[config.mk]
export PLATFORM = sky130hd
export DESIGN_NAME = efm_clk_rec
export DESIGN_NICKNAME = d
export VERILOG_FILES = /design/src/rtl/efm_clk_pkg.sv /design/src/rtl/efm_edge_sync.sv /design/src/rtl/efm_nco.sv /design/src/rtl/efm_runlock.sv /design/src/rtl/efm_clk_rec.sv
export SDC_FILE = /design/constraint.sdc
export NUM_CORES = 1
export LEC_CHECK = 0
export ABC_AREA = 1
export BUFFER_PORTS_ARGS = -buffer_cell sky130_fd_sc_hd__buf_2
export CAP_MARGIN = 20
export CORE_ASPECT_RATIO = 1.4
export CORE_MARGIN = 5
export CORE_UTILIZATION = 64
export DETAILED_ROUTE_END_ITERATION = 10
export PLACE_DENSITY = 0.83
export SLEW_MARGIN = 10
export SYNTH_ARGS = -nofsm -noshare
export SYNTH_HDL_FRONTEND = slang
export SYNTH_HIERARCHICAL = 1
export SYNTH_SLANG_ARGS = --single-unit
export TNS_END_PERCENT = 1
[constraint.sdc]
create_clock -name clk -period 3.6 [get_ports clk]
set_clock_uncertainty 0.2 [all_clocks]
set_input_delay 0.72 -clock clk [delete_from_list [all_inputs] [get_ports clk]]
set_output_delay 0.72 -clock clk [all_outputs]
set_load 0.005 [all_outputs]
[src/rtl/efm_clk_pkg.sv]
package efm_clk_pkg;
  localparam int RUN_MIN = 3;
  localparam int RUN_MAX = 11;

  function automatic logic run_in_band(input int unsigned len);
    return (len >= RUN_MIN) && (len <= RUN_MAX);
  endfunction
endpackage

[src/rtl/efm_edge_sync.sv]
module efm_edge_sync #(
  parameter int SYNC_N = 2
) (
  input  logic clk,
  input  logic rst_n,
  input  logic din,
  output logic lvl,
  output logic edge_p
);
  // pipe_q[SYNC_N-1:0] is the synchronizer; the extra flop gives the previous level
  logic [SYNC_N:0] pipe_q;

  always_ff @(posedge clk or negedge rst_n) begin
    if (!rst_n) pipe_q <= '0;
    else        pipe_q <= {pipe_q[SYNC_N-1:0], din};
  end

  assign lvl    = pipe_q[SYNC_N-1];
  assign edge_p = pipe_q[SYNC_N] ^ pipe_q[SYNC_N-1];
endmodule

[src/rtl/efm_nco.sv]
module efm_nco #(
  parameter int PH_W   = 16,
  parameter int FW_NOM = 4096,
  parameter int FW_MIN = 3584,
  parameter int FW_MAX = 4608,
  parameter int KP_SH  = 2,
  parameter int KF_SH  = 7
) (
  input  logic            clk,
  input  logic            rst_n,
  input  logic            edge_p,
  input  logic            fl_off,
  output logic            wrap,
  output logic [PH_W-1:0] fw
);
  localparam logic [PH_W-1:0]        HALF_V = {1'b1, {(PH_W-1){1'b0}}};
  localparam logic signed [PH_W+1:0] FW_LO  = $signed((PH_W+2)'(FW_MIN));
  localparam logic signed [PH_W+1:0] FW_HI  = $signed((PH_W+2)'(FW_MAX));

  logic [PH_W-1:0]        acc_q, fw_q, pcorr, fw_nx;
  logic [PH_W:0]          sum;
  logic signed [PH_W:0]   perr, fcorr;
  logic signed [PH_W+1:0] fw_try;

  assign sum   = {1'b0, acc_q} + {1'b0, fw_q};
  assign wrap  = sum[PH_W];
  // phase error: accumulator position at the transition relative to mid-period
  assign perr  = $signed({1'b0, acc_q} - {1'b0, HALF_V});
  assign pcorr = PH_W'(perr >>> KP_SH);
  assign fcorr = perr >>> KF_SH;

  always_comb begin
    fw_try = $signed({2'b00, fw_q}) - $signed({fcorr[PH_W], fcorr});
    if (fw_try < FW_LO)      fw_nx = PH_W'(FW_MIN);
    else if (fw_try > FW_HI) fw_nx = PH_W'(FW_MAX);
    else                     fw_nx = fw_try[PH_W-1:0];
  end

  always_ff @(posedge clk or negedge rst_n) begin
    if (!rst_n) begin
      acc_q <= '0;
      fw_q  <= PH_W'(FW_NOM);
    end else begin
      acc_q <= edge_p ? (sum[PH_W-1:0] - pcorr) : sum[PH_W-1:0];
      if (edge_p && !fl_off) fw_q <= fw_nx;
    end
  end

  assign fw = fw_q;
endmodule

[src/rtl/efm_runlock.sv]
module efm_runlock
  import efm_clk_pkg::*;
#(
  parameter int RL_W     = 5,
  parameter int LOCK_N   = 32,
  parameter int UNLOCK_N = 4
) (
  input  logic            clk,
  input  logic            rst_n,
  input  logic            edge_p,
  input  logic            wrap,
  output logic            run_vld,
  output logic [RL_W-1:0] run_len,
  output logic            run_viol,
  output logic            locked
);
  localparam int GW = $clog2(LOCK_N + 1);
  localparam int BW = $clog2(UNLOCK_N + 1);
  localparam logic [RL_W-1:0] CNT_MAX = '1;

  logic [RL_W-1:0] cnt_q;
  logic [GW-1:0]   good_q;
  logic [BW-1:0]   bad_q;
  logic            in_band;

  assign in_band = run_in_band(int'(cnt_q));

  always_ff @(posedge clk or negedge rst_n) begin
    if (!rst_n) begin
      cnt_q    <= '0;
      good_q   <= '0;
      bad_q    <= '0;
      run_vld  <= 1'b0;
      run_len  <= '0;
      run_viol <= 1'b0;
      locked   <= 1'b0;
    end else if (edge_p) begin
      run_vld  <= 1'b1;
      run_len  <= cnt_q;
      run_viol <= !in_band;
      cnt_q    <= wrap ? RL_W'(1) : '0;
      if (in_band) begin
        bad_q <= '0;
        if (good_q != GW'(LOCK_N))   good_q <= good_q + 1'b1;
        if (good_q == GW'(LOCK_N-1)) locked <= 1'b1;
      end else begin
        good_q <= '0;
        if (bad_q != BW'(UNLOCK_N))   bad_q  <= bad_q + 1'b1;
        if (bad_q == BW'(UNLOCK_N-1)) locked <= 1'b0;
      end
    end else begin
      run_vld <= 1'b0;
      if (wrap && cnt_q != CNT_MAX) cnt_q <= cnt_q + 1'b1;
    end
  end
endmodule

[src/rtl/efm_clk_rec.sv]
module efm_clk_rec #(
  parameter int PH_W     = 16,
  parameter int OSR      = 16,
  parameter int BAND_SH  = 3,
  parameter int KP_SH    = 2,
  parameter int KF_SH    = 7,
  parameter int RL_W     = 5,
  parameter int LOCK_N   = 32,
  parameter int UNLOCK_N = 4,
  parameter int SYNC_N   = 2
) (
  input  logic            clk,
  input  logic            rst_n,
  input  logic            efm_in,
  input  logic            fl_off,
  output logic            chan_ce,
  output logic            chan_bit,
  output logic            run_vld,
  output logic [RL_W-1:0] run_len,
  output logic            run_viol,
  output logic            locked
);
  localparam int FW_NOM  = (2 ** PH_W) / OSR;
  localparam int FW_BAND = FW_NOM >> BAND_SH;
  localparam int FW_MIN  = FW_NOM - FW_BAND;
  localparam int FW_MAX  = FW_NOM + FW_BAND;

  logic            lvl_w, edge_w, wrap_w;
  logic [PH_W-1:0] fw_w;

  efm_edge_sync #(.SYNC_N(SYNC_N)) u_sync (
    .clk(clk), .rst_n(rst_n), .din(efm_in), .lvl(lvl_w), .edge_p(edge_w)
  );

  efm_nco #(
    .PH_W(PH_W), .FW_NOM(FW_NOM), .FW_MIN(FW_MIN), .FW_MAX(FW_MAX),
    .KP_SH(KP_SH), .KF_SH(KF_SH)
  ) u_nco (
    .clk(clk), .rst_n(rst_n), .edge_p(edge_w), .fl_off(fl_off),
    .wrap(wrap_w), .fw(fw_w)
  );

  efm_runlock #(.RL_W(RL_W), .LOCK_N(LOCK_N), .UNLOCK_N(UNLOCK_N)) u_run (
    .clk(clk), .rst_n(rst_n), .edge_p(edge_w), .wrap(wrap_w),
    .run_vld(run_vld), .run_len(run_len), .run_viol(run_viol), .locked(locked)
  );

  always_ff @(posedge clk or negedge rst_n) begin
    if (!rst_n) begin
      chan_ce  <= 1'b0;
      chan_bit <= 1'b0;
    end else begin
      chan_ce <= wrap_w;
      if (wrap_w) chan_bit <= lvl_w;
    end
  end
endmodule

==> metrics.md, run 1 <==
| Metric | Value |
|---|---|
| Dpl hpwl | `9330 um` |
| H-Tree Depth | `3` |
| Initial Util | `65.3%` |
| Core Rows | `38` |
| Grt ovf | `0` |
| I/O Pins | `14` |
| CTS sink count | `59` |
| Asr flop ratio synth | `100%` |
| Via count | `4,794` |
| Top post-synthesis cells by count | `nand2_1, inv_1, dfrtp_1, ha_1` |
| Seq cells post-synth | `59` |
| Synth-to-Final Area Change | `9.62%` |
| Yosys warnings | `6` |
| First-pass GRT wire length | `20,300 um` |
| Synth Cell Area | `5030 um^2` |
| Mapped Avg Cell Area | `7.00 um^2` |
| Status | `finished clean` |
| Critical-path cell list | `ha_1 > a21oi_1 > o21ai_0 > inv_1 > nand3_1 > a31oi_1 > xor2_1 > ha_1 > a21oi_1 > o31ai_1 > a21oi_1 > o21ai_0 > or2_2 > nand3_1 > o21ai_0` |
| Crit path required time | `3.62 ns` |
| Crit path launch | `u_nco/fw[10]` |
| FF-to-FF Start | `u_nco/fw[10]` |
| Worst Hold Class | `in2async` |
| Pre-antenna DRT Iters | `6` |
| Die W | `84.9 um` |
| Post-route minimum period | `3.45 ns` |
| Critical Path Slowest Stage Cell | `dfrtp_1` |
| Final setup viols | `0` |
| Wire length per cell | `14.4 um` |
| Routed Antenna Nets | `0` |
| CP peak stage delay | `0.40 ns` |
| Clock buffer count from CTS | `9` |
| Via-per-instance ratio | `5.65` |
| Least-Margin Pin Slew | `0.659 ns` |
| Type of origin of the critical path | `flip-flop` |
| Dpl cell area | `5230 um^2` |
| Ys flop type | `dfrtp_1` |
| Total Routing Usage GR | `25.8%` |
| Synth top area share | `28.8%` |
| Number of global-route vias before repair | `4,683` |
| Final Hold Vio Count | `0` |
| Crit path max fanout | `5` |
| Arrival time at the worst endpoint | `3.47 ns` |
| # diodes | `0` |
| GP Congestion | `1.01` |
| Max Buffers Root-to-Sink | `2` |
| DRC violations left | `0` |
| Kind of critical path | `reg2reg` |
| Share of the yosys chip area belonging to registers | `29.4%` |
| Largest net degree at the start of global routing | `27` |
| Delay-heaviest family, CP | `compound AO/OA/AOI/OAI gates` |
| Post-route cell area | `5520 um^2` |
| Final WL | `12,200 um` |
| Antenna violations before repair | `0` |
| CTS tree | `done` |
| Final net count | `805` |
| Core area | `7700 um^2` |
| Die H | `115 um` |
| Worst Setup Slack, final | `0.151 ns` |
| Fin crit share | `95.8%` |
| IO Port Bufs | `13` |
| Worst Path Buf+Inv | `1` |
| Setup TNS | `0 ns` |
| Leading area contributor after synthesis | `dfrtp_1` |
| Place WS | `0.101 ns` |
| LEAKAGE | `3.09 nW` |
| PD cells | `1060 nW/um^2` |
| Syn Nets | `781` |
| Clock slew at reported path FFs | `0.07 ns` |
| Slew HR | `56.0%` |
| Maxcap violations | `0` |
| Post-synthesis cell count | `719` |
| Yosys cell types | `39` |
| Count leader, synth | `nand2_1` |
| Peak Freq | `0.290 GHz` |
| Die area | `9760 um^2` |
| Share of cells above drive strength 1 | `9.36%` |
| Kind of end point of the critical path | `flip-flop` |
| Max-slew violation count | `0` |
| Clock latency on the worst-skew pair | `0.35 ns` |
| Worst vdd ir | `0.590 mV` |
| Area contributors post-synth | `dfrtp_1, nand2_1, ha_1` |
| DR iter-0 viols | `331` |
| CTS root buffer | `clkbuf_8` |
| EDFF count, synth | `0` |
-- path summary, 6_finish.rpt --
path	to	slack, ns	cells after the start
setup / recovery	u_nco/acc_q[14]	0.15	15
max in group asynchronous	u_run/cnt_q[2]	2.37	2
setup reg to reg	u_nco/acc_q[14]	0.15	15
hold reg to reg	u_sync/pipe_q[1]	0.15	0
hold / removal	u_run/good_q[1]	0.12	1
min in group clk	u_sync/pipe_q[1]	0.15	0
-- what timing repair did --
action	4_1_cts	5_1_grt
setup endpoints to repair	0	6
setup buffers	0	1
hold buffers	0	0
gates resized for setup	0	12
-- logic make-up after synthesis --
| family | after synthesis | share of synthesized area [%] |
|---|---|---|
| compound gates | 107 | 11.5 |
| simple gates | 360 | 31.3 |
| xor+xnor | 27 | 4.70 |
| fa+ha+maj | 58 | 14.9 |
| buf+inv | 108 | 8.28 |
| flops | 59 | 29.4 |
-- layout by cell type, fill, tap and decap left out, types with 2 or more instances in the layout --
cell / synthesis / layout
nand3b_1: 9 / 9
a31oi_1: 2 / 2
bufinv_16: 0 / 2
buf_4: 0 / 6
nor2_2: 2 / 3
clkbuf_8: 1 / 11
nor3_1: 5 / 5
nand2_2: 7 / 8
ha_1: 55 / 54
xnor2_1: 9 / 9
nand2_4: 4 / 4
nor2_4: 2 / 2
nand2_1: 229 / 228
o21ai_0: 37 / 36
o21bai_1: 4 / 4
xor2_1: 18 / 17
nand3_1: 39 / 39
inv_2: 3 / 3
buf_2: 1 / 13
nor2_1: 49 / 48
dfrtp_1: 58 / 58
o21ai_1: 3 / 3
a21o_1: 5 / 5
fa_1: 3 / 3
nand4_1: 9 / 9
a21oi_1: 49 / 45
inv_1: 99 / 99
a21oi_2: 1 / 5
-- layer usage --
layer | part of all wire [%] | GRT usage (%) | vias to the layer above | wire, um
met5 | 0 | 0 | - | 0
met4 | 4.7 | 15.8 | 0 | 577
met3 | 4.2 | 4.52 | 54 | 506
met2 | 52 | 46.5 | 144 | 6290
met1 | 39 | 27.8 | 2237 | 4800
li1 | - | - | 2359 | -
-- worst register-to-register path: cells and delay by family (launching register included) --
kind            cells  cell delay [ns]
compound gates      8             1.16
fa+ha+maj           2             0.70
simple gates        3             0.55
flops               1             0.40
xor+xnor            1             0.24
buf+inv             1             0.06
-- area by class of cell --
type | count | area, um^2
well taps | 100 | 125
fillers | 655 | 2190
repair buffers | 19 | 110
multi-input cells | 552 | 3190
inverters | 102 | 383
clock buffers | 12 | 155
flip-flops and latches | 59 | 1480
clock inverters | 4 | 72.6
-- metrics by stage --
step / util (%) / cells / hold slack (ns) / power, mW
floorplan: - / 719 / 0.131 / 3.99
global placement: 67.9 / 831 / 0.134 / 4.63
CTS: 70.8 / 847 / 0.125 / 5.54
finish: 71.6 / 848 / 0.116 / 5.84
global route: 71.6 / 848 / 0.143 / 6.40
detailed placement: 67.9 / 831 / 0.143 / 4.80
-- state kept, by name (all words and copies together), names as in the netlist --
signal,flops
chan_bit,1
chan_ce,1
u_nco/acc_q,16
u_nco/fw,16
u_run/bad_q,3
u_run/cnt_q,5
u_run/good_q,6
u_run/locked,1
u_run/run_len,5
u_run/run_viol,1
u_run/run_vld,1
u_sync/pipe_q,3
-- power breakdown --
group / total (mW) / switching, mW / internal (mW)
logic: 4.17 / 2.64 / 1.53
registers: 0.982 / 0.143 / 0.838
clock network: 0.689 / 0.263 / 0.426
total: 5.84 / 3.05 / 2.79
No activity file was read; power rests on OpenSTA's default activity.
==> run 2, diff against run 1 <==
--- a/config.mk
+++ b/config.mk
@@ -5,7 +5,6 @@
 export SDC_FILE = /design/constraint.sdc
 export NUM_CORES = 1
 export LEC_CHECK = 0
-export ABC_AREA = 1
 export BUFFER_PORTS_ARGS = -buffer_cell sky130_fd_sc_hd__buf_2
 export CAP_MARGIN = 20
 export CORE_ASPECT_RATIO = 1.4
==> metrics.md, run 2 <==
| Metric | Value |
|---|---|
| Compound-Gate Fraction of Synth Area | `21.1% (+9.6 points)` |
| DRC violations left | `0 (unchanged)` |
| Max-slew violation count | `0 (unchanged)` |
| Asr flop ratio synth | `100% (unchanged)` |
| Int Pwr | `3.19 mW (+14%)` |
| Post-route cell area | `5480 um^2 (-0.63%)` |
| Die area | `9350 um^2 (-4.2%)` |
| Crit path required time | `3.64 ns (+0.02 ns)` |
| Synth top area share | `30.3% (+1.4 points)` |
| Clock slew at reported path FFs | `0.07 ns (about the same)` |
| Slew HR | `43.7% (-12 points)` |
| Final Hold Vio Count | `0 (unchanged)` |
| Grt ovf | `0 (unchanged)` |
| Leading area contributor after synthesis | `dfrtp_1` |
| # diodes | `0 (unchanged)` |
| Fill cells | `523 (-20%)` |
| Largest net degree at the start of global routing | `40 (+48%)` |
| Core Rows | `37 (-2.6%)` |
| Die H | `112 um (-2.2%)` |
| Switching portion of total power | `47.2% (-5.1 points)` |
| Pre-antenna DRT Iters | `7 (+1)` |
| Yosys warnings | `6 (unchanged)` |
| Clock latency on the worst-skew pair | `0.36 ns (about the same)` |
| Worst Hold Class | `reg2reg` |
| Wire length per cell | `16.7 um (+16%)` |
| Seq cells post-synth | `59 (unchanged)` |
| Total Routing Usage GR | `23.8% (-2.0 points)` |
| Final net count | `622 (-23%)` |
| PD cells | `1100 nW/um^2 (+3.9%)` |
| Count leader, synth | `dfrtp_1` |
| Kind of critical path | `reg2reg` |
| Max Buffers Root-to-Sink | `2 (unchanged)` |
| Synth Area in Adders | `15.6% (+0.73 points)` |
| Final setup viols | `3 (+3)` |
| Synth Cell Area | `4800 um^2 (-4.7%)` |
| DR iter-0 viols | `228 (-31%)` |
| Worst vdd ir | `0.876 mV (+49%)` |
| Type of origin of the critical path | `flip-flop` |
| Clock buffer count from CTS | `9 (unchanged)` |
| Fraction of the mapped netlist area in simple logic gates | `16.2% (-15 points)` |
| Crit path max fanout | `4 (-1)` |
| Share of cells above drive strength 1 | `22.1% (+13 points)` |
| Status | `complete, but fails checks` |
| I/O Pins | `14 (unchanged)` |
| Via-per-instance ratio | `6.07 (+7.4%)` |
| Dpl cell area | `5120 um^2 (-2.0%)` |
| RSZ-0062 raised after global routing | `yes` |
| Fin crit share | `101% (+5.3 points)` |
| CTS sink count | `59 (unchanged)` |
| Initial Util | `65.6% (+0.23 points)` |
| Final core utilization | `74.9% (+3.3 points)` |
| Failing checks | `negative setup slack` |
| Switch Pwr | `2.84 mW (-6.8%)` |
| Number of global-route vias before repair | `4,088 (-13%)` |
| Antenna violations before repair | `0 (unchanged)` |
| Place WS | `-0.236 ns (-0.337 ns)` |
| Most common cell after layout, fill and taps aside | `dfrtp_1` |
| Share of the yosys chip area belonging to registers | `30.8% (+1.4 points)` |
| Multiplexer share of the synthesized area | `4.20% (+4.2 points)` |
| Post-route minimum period | `3.64 ns (+0.189 ns)` |
| Yosys cell types | `75 (+92%)` |
| Synth-to-Final Area Change | `14.3%` |
| Syn Nets | `577 (-26%)` |
| EDFF count, synth | `0 (unchanged)` |
| Maxcap violations | `0 (unchanged)` |
| Die W | `83.2 um (-2.1%)` |
| CTS root buffer | `clkbuf_8` |
| Clk pwr share | `9.6% (-2.2 points)` |
| First-pass GRT wire length | `18,200 um (-10%)` |
| Arrival time at the worst endpoint | `3.68 ns (+0.21 ns)` |
| CTS tree | `done` |
| Via count | `4,021 (-16%)` |
| Peak Freq | `0.275 GHz (-5.2%)` |
| Combinational share of power | `74.3% (+2.9 points)` |
| Worst Setup Slack, final | `-0.0380 ns (-0.189 ns)` |
| Setup TNS | `-0.103 ns (-0.103 ns)` |
| Dpl hpwl | `8090 um (-13%)` |
| Ys flop type | `dfrtp_1` |
| Top post-synthesis cells by count | `dfrtp_1, ha_1, inv_1, nor2_1, a21oi_1` |
| Post-synthesis cell count | `515 (-28%)` |
| IO Port Bufs | `13 (unchanged)` |
| H-Tree Depth | `3 (unchanged)` |
| Post-synthesis xor/xnor area fraction | `7.67% (+3.0 points)` |
| Largest family of logic cells by synthesized area | `compound AO/OA/AOI/OAI gates` |
| Kind of end point of the critical path | `flip-flop` |
| Area contributors post-synth | `dfrtp_1, ha_1, xnor2_1` |
| Most frequent cells in the layout | `dfrtp_1, ha_1, inv_1` |
| GP Congestion | `0.852 (-16%)` |
| Mapped Avg Cell Area | `9.31 um^2 (+33%)` |
| Core area | `7310 um^2 (-5.0%)` |
| Reg power frac | `16.1% (-0.7 points)` |
| Least-Margin Pin Slew | `0.845 ns (+0.185 ns)` |
| LEAKAGE | `2.60 nW (-16%)` |
| Routed Antenna Nets | `0 (unchanged)` |
| Final WL | `11,000 um (-9.4%)` |
## run 2: power groups by stage
| stage | clock network, mW | logic [mW] | registers [mW] |
|---|---|---|---|
| final | 0.580 | 4.48 | 0.972 |
| after global routing | 0.623 | 4.90 | 0.987 |
| after CTS | 0.590 | 4.11 | 0.969 |
| after detailed placement | 0 | 3.98 | 0.978 |
| after global placement | 0 | 3.79 | 0.969 |
| after floorplan | 0 | 3.10 | 0.950 |
## run 2: final cells by class
type                    instances  area (um^2)  share of cell area, %
clock buffers                  11          131                   2.40
clock inverters                 5         53.8                  0.982
inverters                      38          143                   2.60
multi-input cells             407         3250                   59.3
flip-flops and latches         59         1480                   27.0
well taps                      97          121                   2.21
repair buffers                 45          305                   5.57
## run 2: routing by layer
layer  track usage, %  wire length (um)  up-vias
li1                 -                 -     1957
met1             26.1              4610     1956
met2             44.2              5910       79
met3             3.52               220       29
met4             12.0               299        0
met5                0                 0        -
## run 2: what timing repair did
item                                    4_1_cts  5_1_grt
endpoints found under the setup margin        5        9
buffers inserted                              2        3
gates cloned                                  0        0
pin swaps                                    10       15
resized for setup                            10       20
hold buffers                                  0        0
## run 2: worst max-delay path, cell delays in order, from the launching register on
cell and delay (ns):
dfrtp_1 0.41, ha_1 0.30, a21o_1 0.20, a221o_1 0.35, o21ai_2 0.16, o21bai_1 0.10
a21oi_2 0.17, xnor2_2 0.17, ha_4 0.27, buf_4 0.14, nand2_2 0.11, a21oi_1 0.05
o31a_1 0.28, o2111ai_2 0.23, a21o_1 0.17, a21oi_2 0.07, xnor2_1 0.14
## run 2: cells by family after synthesis
kind of cell / count (synthesis)
compound gates: 145
xor+xnor: 42
fa+ha+maj: 58
buf+inv: 49
flops: 59
mux: 18
simple gates: 144
## run 2: final timing paths
| kind | to | slack [ns] | cells past startpoint | start |
|---|---|---|---|---|
| worst max-delay path | u_nco/acc_q[15] | -0.04 | 16 | u_nco/fw[1] |
| worst min-delay path | u_sync/pipe_q[1] | 0.16 | 0 | u_sync/pipe_q[0] |
| worst max register to register | u_nco/acc_q[15] | -0.04 | 16 | u_nco/fw[1] |
| worst min register to register | u_sync/pipe_q[1] | 0.16 | 0 | u_sync/pipe_q[0] |
| max in group asynchronous | u_run/run_vld | 2.25 | 2 | rst_n |
| min in group asynchronous | u_run/bad_q[1] | 0.27 | 1 | rst_n |
## run 2: per-stage QoR
| stage | total power, mW | hold slack, ns | instances |
|---|---|---|---|
| floorplan | 4.05 | 0.131 | 515 |
| global placement | 4.76 | 0.133 | 641 |
| detailed placement | 4.95 | 0.145 | 641 |
| CTS | 5.67 | 0.161 | 659 |
| global route | 6.51 | 0.180 | 662 |
| finish | 6.03 | 0.159 | 662 |
==> run 3, diff against run 2 <==
--- a/config.mk
+++ b/config.mk
@@ -9,12 +9,12 @@
 export CAP_MARGIN = 20
 export CORE_ASPECT_RATIO = 1.4
 export CORE_MARGIN = 5
-export CORE_UTILIZATION = 64
+export CORE_UTILIZATION = 63
 export DETAILED_ROUTE_END_ITERATION = 10
-export PLACE_DENSITY = 0.83
+export PLACE_DENSITY = 0.82
+export SETUP_SLACK_MARGIN = 0.5
 export SLEW_MARGIN = 10
 export SYNTH_ARGS = -nofsm -noshare
 export SYNTH_HDL_FRONTEND = slang
-export SYNTH_HIERARCHICAL = 1
 export SYNTH_SLANG_ARGS = --single-unit
-export TNS_END_PERCENT = 1
+export TNS_END_PERCENT = 10
==> metrics.md, run 3 <==
| Metric | Value |
|---|---|
| Status | `complete, but fails checks` |
| Failing checks | `negative setup slack` |
| RSZ-0062 raised after global routing | `yes` |
| Seq cells post-synth | `59 (unchanged)` |
| Antenna violations before repair | `0 (unchanged)` |
| Clock slew at reported path FFs | `0.06 ns (about the same)` |
| Final net count | `649 (+4.3%)` |
| Via count | `4,159 (+3.4%)` |
| I/O Pins | `14 (unchanged)` |
| Syn Nets | `596 (+3.3%)` |
| Die W | `82.7 um (-0.57%)` |
| Ys flop type | `dfrtp_1` |
| Core area | `7270 um^2 (-0.63%)` |
| Routed Antenna Nets | `0 (unchanged)` |
| Type of origin of the critical path | `flip-flop` |
| First-pass GRT wire length | `19,000 um (+4.1%)` |
| Fin crit share | `104% (+2.7 points)` |
| Max-slew violation count | `0 (unchanged)` |
| Dpl hpwl | `8030 um (-0.71%)` |
| Asr flop ratio synth | `100% (unchanged)` |
| Area contributors post-synth | `dfrtp_1, ha_1, xnor2_1` |
| Worst Setup Slack, final | `-0.136 ns (-0.0980 ns)` |
| Crit Reg-Reg Endpoint | `u_nco.acc_q[15]` |
| Final Hold Vio Count | `0 (unchanged)` |
| IO Port Bufs | `13 (unchanged)` |
| Total Power | `5.97 mW (-1.1%)` |
| Yosys cell types | `63 (-16%)` |
| Worst Hold Class | `in2async` |
| EDFF count, synth | `0 (unchanged)` |
| Synth top area share | `31.1% (+0.88 points)` |
| Maxcap violations | `0 (unchanged)` |
| Core Rows | `37 (unchanged)` |
| Total Routing Usage GR | `25.8% (+2.0 points)` |
| PD cells | `1100 nW/um^2 (-0.14%)` |
| Die area | `9240 um^2 (-1.1%)` |
| Synth Cell Area | `4660 um^2 (-2.8%)` |
| Post-synthesis cell count | `534 (+3.7%)` |
| FF-to-FF Start | `u_nco.fw[0]` |
| CTS tree | `done` |
| Kind of critical path | `reg2reg` |
| Critical Path Slowest Stage Cell | `dfrtp_1` |
| Share of the yosys chip area belonging to registers | `31.7% (+0.89 points)` |
| Critical-path cell list | `ha_2 > fa_2 > a21o_1 > a21oi_2 > o21bai_1 > o31a_1 > a21oi_2 > xnor2_1 > ha_1 > or3_1 > o31a_1 > a41o_1 > nand4b_1 > o211ai_1 > xnor2_1` |
| DR iter-0 viols | `110 (-52%)` |
| Top post-synthesis cells by count | `dfrtp_1, nand2_1, ha_1, nor2_1, inv_1` |
| Final setup viols | `4 (+1)` |
| Max Buffers Root-to-Sink | `2 (unchanged)` |
| H-Tree Depth | `3 (unchanged)` |
| Worst R2R Path Depth | `15 (-1)` |
| Clock latency on the worst-skew pair | `0.36 ns (about the same)` |
| Share of cells above drive strength 1 | `19.1% (-3.0 points)` |
| Crit path max fanout | `3 (-1)` |
| Leading area contributor after synthesis | `dfrtp_1` |
| CTS sink count | `59 (unchanged)` |
| Mapped Avg Cell Area | `8.73 um^2 (-6.3%)` |
| Largest net degree at the start of global routing | `41 (+2.5%)` |
| LEAKAGE | `2.69 nW (+3.2%)` |
| CTS root buffer | `clkbuf_8` |
| Clock buffer count from CTS | `9 (unchanged)` |
| Via-per-instance ratio | `6.04 (-0.62%)` |
| Grt ovf | `0 (unchanged)` |
| R2r setup slk | `-0.14 ns (-0.10 ns)` |
| Final WL | `11,000 um (-0.42%)` |
| Slew HR | `60.9% (+17 points)` |
| Die H | `112 um (-0.58%)` |
| Place WS | `-0.145 ns (+0.0906 ns)` |
| Number of global-route vias before repair | `4,281 (+4.7%)` |
| Arrival time at the worst endpoint | `3.77 ns (+0.09 ns)` |
| Initial Util | `64.1% (-1.4 points)` |
| Least-Margin Pin Slew | `0.584 ns (-0.261 ns)` |
| Hold WS | `0.122 ns (-0.0371 ns)` |
| Crit path required time | `3.63 ns (about the same)` |
| Hold buffer count at cts | `0 (unchanged)` |
| Setup TNS | `-0.290 ns (-0.187 ns)` |
| # diodes | `0 (unchanged)` |
| Yosys warnings | `0 (-6)` |
| DRC violations left | `0 (unchanged)` |
| Post-route minimum period | `3.74 ns (+0.0980 ns)` |
| Synth-to-Final Area Change | `16.5%` |
| Kind of end point of the critical path | `flip-flop` |
| Most frequent cells in the layout | `nand2_1, dfrtp_1, ha_1` |
| Wire length per cell | `15.9 um (-4.3%)` |
| Peak Freq | `0.268 GHz (-2.6%)` |
| Worst vdd ir | `0.776 mV (-11%)` |
| GP Congestion | `0.892 (+4.7%)` |
| CP peak stage delay | `0.39 ns (-0.02 ns)` |
| Pre-antenna DRT Iters | `5 (-2)` |
[run 3: how the worst max path moves through the flow]
stage	from	to	cells past startpoint
finish	u_nco.fw[0]	u_nco.acc_q[15]	15
global route	u_nco.fw[0]	u_nco.acc_q[15]	15
CTS	u_nco.fw[0]	u_nco.acc_q[15]	15
detailed placement	u_nco.fw[0]	u_nco.acc_q[15]	15
global placement	u_nco.fw[0]	u_nco.acc_q[14]	14
floorplan	u_nco.fw[0]	u_nco.acc_q[15]	15
[run 3: cell families after synthesis]
| kind of cell | synth area share (%) |
|---|---|
| simple gates | 18.2 |
| compound gates | 22.0 |
| buf+inv | 3.87 |
| xor+xnor | 6.39 |
| fa+ha+maj | 16.1 |
| flops | 31.7 |
| mux | 1.80 |
[run 3: per-layer routing]
| layer | routed length (um) | part of all wire (%) | GRT usage (%) |
|---|---|---|---|
| met3 | 320 | 2.9 | 4.69 |
| met5 | 0 | 0 | 0 |
| met2 | 5790 | 53 | 45.2 |
| met4 | 328 | 3.0 | 9.81 |
| met1 | 4550 | 41 | 30.5 |
[run 3: report_power, final]
group,switching (mW),total [mW],internal (mW),leakage [nW]
registers,0.129,0.974,0.845,0.750
clock network,0.264,0.550,0.286,0.0905
logic,2.40,4.44,2.04,1.84
[run 3: cell type report]
class                   count  area (um^2)
clock buffers              14          163
clock inverters             2         10.0
fillers                   508         1840
inverters                  40          150
multi-input cells         427         3160
flip-flops and latches     59         1480
well taps                  97          121
repair buffers             50          347
[run 3: timing repair]
item                                    4_1_cts  5_1_grt
buffers inserted                              3        2
resized for setup                            14       18
endpoints found under the setup margin       22       29
pin swaps                                    19       17
[run 3: worst max-delay path, delay by kind of cell, from the launching register on]
family | cells | cell delay (ns)
simple gates | 2 | 0.42
fa+ha+maj | 3 | 0.77
xor+xnor | 2 | 0.24
compound gates | 8 | 1.59
flops | 1 | 0.39
[run 3: through the flow]
stage	util (%)	std cells	cell area, um^2
2_1_floorplan	-	534	4690
3_3_place_gp	70.0	668	5090
3_5_place_dp	70.0	668	5090
4_1_cts	73.6	687	5350
5_1_grt	74.7	689	5430
6_report	74.7	689	5430
